File: config.mk
export PLATFORM = sky130hd
export DESIGN_NAME = win_watchdog
export DESIGN_NICKNAME = d
export VERILOG_FILES = /design/src/rtl/wdg_pkg.sv /design/src/rtl/wdg_limits.sv /design/src/rtl/wdg_core.sv /design/src/rtl/win_watchdog.sv
export SDC_FILE = /design/constraint.sdc
export NUM_CORES = 1
export LEC_CHECK = 0
export ABC_CLOCK_PERIOD_IN_PS = 8000
export BUFFER_PORTS_ARGS = -buffer_cell sky130_fd_sc_hd__buf_4
export CORE_ASPECT_RATIO = 1.5
export CORE_UTILIZATION = 53
export DETAILED_ROUTE_END_ITERATION = 10
export MAX_ROUTING_LAYER = met4
export PLACE_DENSITY_LB_ADDON = 0.2
export SETUP_SLACK_MARGIN = 0.02
export SYNTH_ARGS = -nofsm -noshare
export SYNTH_HDL_FRONTEND = slang
export SYNTH_SLANG_ARGS = --single-unit
File: constraint.sdc
create_clock -name clk -period 8 [get_ports clk]
set_input_delay 0.4 -clock clk [delete_from_list [all_inputs] [get_ports clk]]
set_output_delay 0.4 -clock clk [all_outputs]
set_load 0.005 [all_outputs]
File: src/rtl/wdg_pkg.sv
package wdg_pkg;

    localparam int OVF_BASE_LOG = 10;
    localparam int OVF_SEL_W    = 3;
    localparam int WIN_SEL_W    = 2;
    localparam int CNT_W        = OVF_BASE_LOG + (1 << OVF_SEL_W);
    localparam logic [7:0] SERVICE_KEY = 8'hAC;
    localparam logic [7:0] STAT_BASE   = 8'h9A;

    typedef enum logic {
        ST_RUN  = 1'b0,
        ST_HALT = 1'b1
    } wdg_state_t;

    typedef struct packed {
        logic [CNT_W-1:0] last;
        logic [CNT_W-1:0] open_start;
        logic             bad;
    } wdg_limits_t;

    function automatic logic [CNT_W-1:0] period_len(
        input logic [OVF_SEL_W-1:0] sel,
        input int                   scale
    );
        logic [CNT_W-1:0] one;
        int               sh;
        one = {{(CNT_W-1){1'b0}}, 1'b1};
        sh  = OVF_BASE_LOG + int'(sel) - scale;
        return one << sh;
    endfunction

    function automatic logic [CNT_W-1:0] open_len(
        input logic [CNT_W-1:0]     t,
        input logic [WIN_SEL_W-1:0] win
    );
        case (win)
            2'b00:   return t >> 2;
            2'b01:   return t >> 1;
            2'b10:   return (t >> 1) + (t >> 2);
            default: return t;
        endcase
    endfunction

endpackage

File: src/rtl/wdg_limits.sv
module wdg_limits
    import wdg_pkg::*;
#(
    parameter int SCALE_SHIFT = 0
) (
    input  logic [OVF_SEL_W-1:0] ovf_sel,
    input  logic [WIN_SEL_W-1:0] win_sel,
    output wdg_limits_t          lim
);
    logic [CNT_W-1:0] t_len;
    logic [CNT_W-1:0] w_len;

    always_comb begin
        t_len          = period_len(ovf_sel, SCALE_SHIFT);
        w_len          = open_len(t_len, win_sel);
        lim.last       = t_len - CNT_W'(1);
        lim.open_start = t_len - w_len;
        lim.bad        = (ovf_sel == '0) && (win_sel == '0);
    end

    // the window must start inside the period
    always_comb begin
        assert_window_inside_R3: assert (lim.open_start <= lim.last);
    end

endmodule

File: src/rtl/wdg_core.sv
module wdg_core
    import wdg_pkg::*;
(
    input  logic        clk,
    input  logic        rst,
    input  logic        wr_en,
    input  logic [7:0]  wr_data,
    input  wdg_limits_t lim,
    output logic        first_done,
    output logic        rst_req
);
    wdg_state_t       state;
    logic [CNT_W-1:0] cnt;
    logic             key_ok;
    logic             in_open;
    logic             at_end;
    logic             run;
    logic             fire;
    logic             service;

    always_comb begin
        run     = (state == ST_RUN);
        key_ok  = (wr_data == SERVICE_KEY);
        in_open = (cnt >= lim.open_start);
        at_end  = (cnt == lim.last);
        service = run && !lim.bad && wr_en && key_ok && (!first_done || in_open);
        fire    = run && (lim.bad
                          || (wr_en && (!key_ok || (first_done && !in_open)))
                          || (!wr_en && at_end));
    end

    always_ff @(posedge clk) begin
        if (rst) begin
            state      <= ST_RUN;
            cnt        <= '0;
            first_done <= 1'b0;
            rst_req    <= 1'b0;
        end else begin
            rst_req <= fire;
            if (fire) begin
                state <= ST_HALT;
            end else if (service) begin
                cnt        <= '0;
                first_done <= 1'b1;
            end else if (run) begin
                cnt <= cnt + CNT_W'(1);
            end
        end
    end

    // request is a single-cycle pulse
    assert_req_pulse_R7: assert property (@(posedge clk) disable iff (rst)
        rst_req |=> !rst_req);

    // frozen after the request
    assert_halt_frozen_R7: assert property (@(posedge clk) disable iff (rst)
        (state == ST_HALT) |=> ($stable(cnt) && $stable(first_done) && !rst_req));

    // the count never passes the terminal value
    assert_no_overflow_R2: assert property (@(posedge clk) disable iff (rst)
        cnt <= lim.last);

    // early key after the first service is a fault
    assert_closed_key_R4: assert property (@(posedge clk) disable iff (rst)
        (run && first_done && wr_en && key_ok && (cnt < lim.open_start)) |=> rst_req);

    // accepted service restarts from zero
    assert_restart_R3: assert property (@(posedge clk) disable iff (rst)
        service |=> (cnt == '0 && first_done));

endmodule

File: src/rtl/win_watchdog.sv
module win_watchdog
    import wdg_pkg::*;
#(
    parameter int SCALE_SHIFT = 0
) (
    input  logic                 clk,
    input  logic                 rst,
    input  logic                 wr_en,
    input  logic [7:0]           wr_data,
    input  logic [OVF_SEL_W-1:0] ovf_sel,
    input  logic [WIN_SEL_W-1:0] win_sel,
    output logic [7:0]           stat_data,
    output logic                 cfg_err,
    output logic                 rst_req
);
    wdg_limits_t lim;
    logic        first_done;

    wdg_limits #(.SCALE_SHIFT(SCALE_SHIFT)) u_limits (
        .ovf_sel (ovf_sel),
        .win_sel (win_sel),
        .lim     (lim)
    );

    wdg_core u_core (
        .clk        (clk),
        .rst        (rst),
        .wr_en      (wr_en),
        .wr_data    (wr_data),
        .lim        (lim),
        .first_done (first_done),
        .rst_req    (rst_req)
    );

    assign cfg_err   = lim.bad;
    assign stat_data = STAT_BASE | {7'd0, first_done};

endmodule

==> impl_results.md <==
* Outcome: finished, final reports clean
* Clock transition at path regs at 70 ps
* Die area at 6920 um2
* Leakage power at ~1.7 nW
* # diodes at 0
* Mapped Avg Cell Area at 7.78 um2
* Kind of critical path: input port to flop
* Largest net degree at the start of global routing at 36
* Largest family of logic cells by synthesized area: simple AND/OR/NAND/NOR gates
* Final setup fails at 0
* Vias at 3329
* H-Tree Depth at 1
* Worst path most repeated cell: ha_1
* Vias in the first global route at between 3000 and 4000
* Asr flop ratio synth at 0%
* Hold Crit Start: rst
* Crit path DAT at 7100 ps
* Internal power at 220 uW
* R2r worst-path depth at 8
* IO Count at 26
* Post-synth top area share at 22.2%
* Post-DR vias/cell at between 6 and 7
* Worst Setup Start Kind: input port
* XOR/XNOR Fraction of Synth Area at 8.53%
* Post-Syn Area at 3490 um2
* Clock network power share at 19.4%
* Dpl hpwl at 6680 um
* Final-report hold violation count at 0
* Gate Count Post-Synth at 449
* #FFs+latches synth at 21
* Sum Neg Setup Slack at 0 ps
* PwrDens at 96.6 nW/um2
* Total gr overflow at 0
* GPL Wtd Cong at roughly 0.9
* Sequential share of the synthesized area at 12.0%
* First-pass GRT wire length at 13800 um
* Layout net count at 560
* Distinct cells, synth at just over 60
* Die Y at 101 um
* Drt drc at 0
* EDFF count, synth at 0
* Setup Skew at between 4 and 5 ps
* RSZ-0062 raised after global routing: no
* WHS Path Cells at 2
* Max Freq at 145 MHz
* DRT Pass-1 Iters at 4
* Switching share of power at a little under 40%
* Drt wl/cell at 14.9 um
* CP max-delay cell: or4b_1
* Simple-Gate Fraction of Synth Area at about 24%
* # rows at 35
* Clock buffer depth at 2
* Die X at between 60 and 70 um
* CTS Buf Count at 3
* Initial Utilization at 55.8%
* Yosys warning total at 0
* Initial antenna violation count at 0
* Worst vdd ir at 0.130 mV
* TritonCTS clock tree: done
* Post_cts resized at 0
* Area leader, netlist: ha_1
* Worst Setup End Kind: flop
* Req. time, crit path at 8190 ps
* Area contributors post-synth: ha_1, dfxtp_1, a21oi_1
* Max Slew Vio Count at 0
* Tmin final at 6910 ps
* Max incr delay on CP at 720 ps
* Combinational share of power at 50.8%
* Clk sinks at 21
* Crit share post-route at 86.3%
* Slew @ Worst Pin at 1230 ps
* Mux cell area share after synthesis at 2.79%
* Post-route ant nets at 0
* Compound-gate portion of the synthesized area at 21.8%
* Dominant synthesized flop cell: dfxtp_1
* Design Area, Final at 3750 um2
* Max Cap Viol at 0
* Slew HR at 17.7%
* Area delta synth->final at 7.49%
* Flop pwr share at 29.8%
* Port Buffers at 18
* Dpl cell area at 3710 um2
* Reg2reg start: u_core.cnt[2]
* DR iter-0 viols at roughly 140
* Worst-path fanout max at 35
* Clock root buffer: clkbuf_8
* Core Area at 6260 um2
* Hold Crit Class: input port to flop
* Skew-Pair Late Insertion Delay at 260 ps
* Total wire length at 8210 um
* Ratio of cells with drive above 1 in the final layout at 8.14%
* Overall global routing resource usage at 26.4%
* Hold Buf Count CTS at 0
* Crit path launch: ovf_sel[1]
* Post-Synth Adder-Cell Area at 23.4%
* P_sw at 143 uW
* Setup repair bufs after CTS at 0
cells by family after synthesis:
logic type,Yosys count
AOI/OAI and AO/OA,120
xor gates and xnor gates,34
adders and majority gates,64
buffers and inverters,51
DFF,21
muxes,6
other,2
and+or+nand+nor,151
synthesized netlist by cell type (4+ instances only):
library cell / n
ha_1: 62
a21oi_1: 40
nor2_1: 31
inv_1: 26
nand2_1: 23
o21ai_0: 23
dfxtp_1: 21
xnor2_1: 17
xor2_1: 17
nand3_1: 14
or3_1: 11
nand4_1: 10
or4_1: 10
nand2b_1: 9
nor3_1: 9
a21o_1: 8
buf_4: 8
clkbuf_1: 8
o31ai_1: 8
o21a_1: 7
and3_1: 6
nor2b_1: 5
o21bai_1: 5
o211ai_1: 4
or2_2: 4
stage by stage:
stage / total power [mW] / hold WS, ps / setup WS, ps / util (%) / cells
after floorplan: 0.255 / 413 / 1590 / - / 480
after global placement: 0.284 / 432 / 1160 / 59.2 / 549
after detailed placement: 0.288 / 434 / 907 / 59.2 / 549
after CTS: 0.358 / 358 / 1160 / 59.9 / 553
after global routing: 0.393 / 367 / 532 / 59.9 / 553
final: 0.363 / 362 / 1090 / 59.9 / 553
critical path, delay by kind of cell:
family,cells,cell delay (ps)
XOR/XNOR,2,230
AND/OR/NAND/NOR,4,2010
adder cells (fa/ha/maj),4,1160
AO/OA/AOI/OAI,11,2390
buffers and inverters,3,420
multiplexers,1,480
registers in the layout, summed over array words and instances, names as in the netlist:
name,count
u_core.state,1
u_core.first_done,1
u_core.rst_req,1
u_core.cnt,18
placed cells by master (no fill, tap or decap), drive strengths merged, types with 8 or more instances in the layout:
master | Yosys | layout
nand4 | 10 | 10
nand3 | 14 | 14
nor3 | 9 | 9
or3 | 11 | 11
o21ai | 24 | 24
buf | 16 | 19
nand2b | 9 | 9
a21oi | 40 | 40
nand2 | 23 | 23
ha | 62 | 62
nor2 | 31 | 31
a21o | 8 | 8
dfxtp | 21 | 21
inv | 26 | 26
conb | 2 | 33
or4 | 10 | 10
xnor2 | 17 | 17
xor2 | 17 | 17
o31ai | 8 | 8
path summary, 6_finish.rpt:
check	slack [ps]	to
hold reg to reg	440	u_core.rst_req
setup / recovery	1090	u_core.cnt[12]
hold / removal	360	u_core.first_done
setup reg to reg	4880	u_core.cnt[7]
final cells by class:
class	instances	area, um2
clock buffers	4	45.0
fillers	622	2510
inverters	27	106
multi-input cells	408	2950
flip-flops and latches	21	420
well taps	74	92.6
repair buffers	19	143
metal layers:
metal	up-vias	GRT usage [%]	routed length, um
met3	29	2.93	283
met1	1546	30.6	3460
met4	0	12.8	300
met5	-	-	0
li1	1676	-	-
met2	78	43.9	4170
power groups by stage:
stage	Combinational [mW]	Clock, mW	Sequential [mW]
4_1_cts	0.178	0.0712	0.108
3_5_place_dp	0.177	0	0.111
6_report	0.184	0.0702	0.108
2_1_floorplan	0.145	0	0.110
3_3_place_gp	0.174	0	0.111
5_1_grt	0.209	0.0747	0.109
No activity file was read; power rests on OpenSTA's default activity.
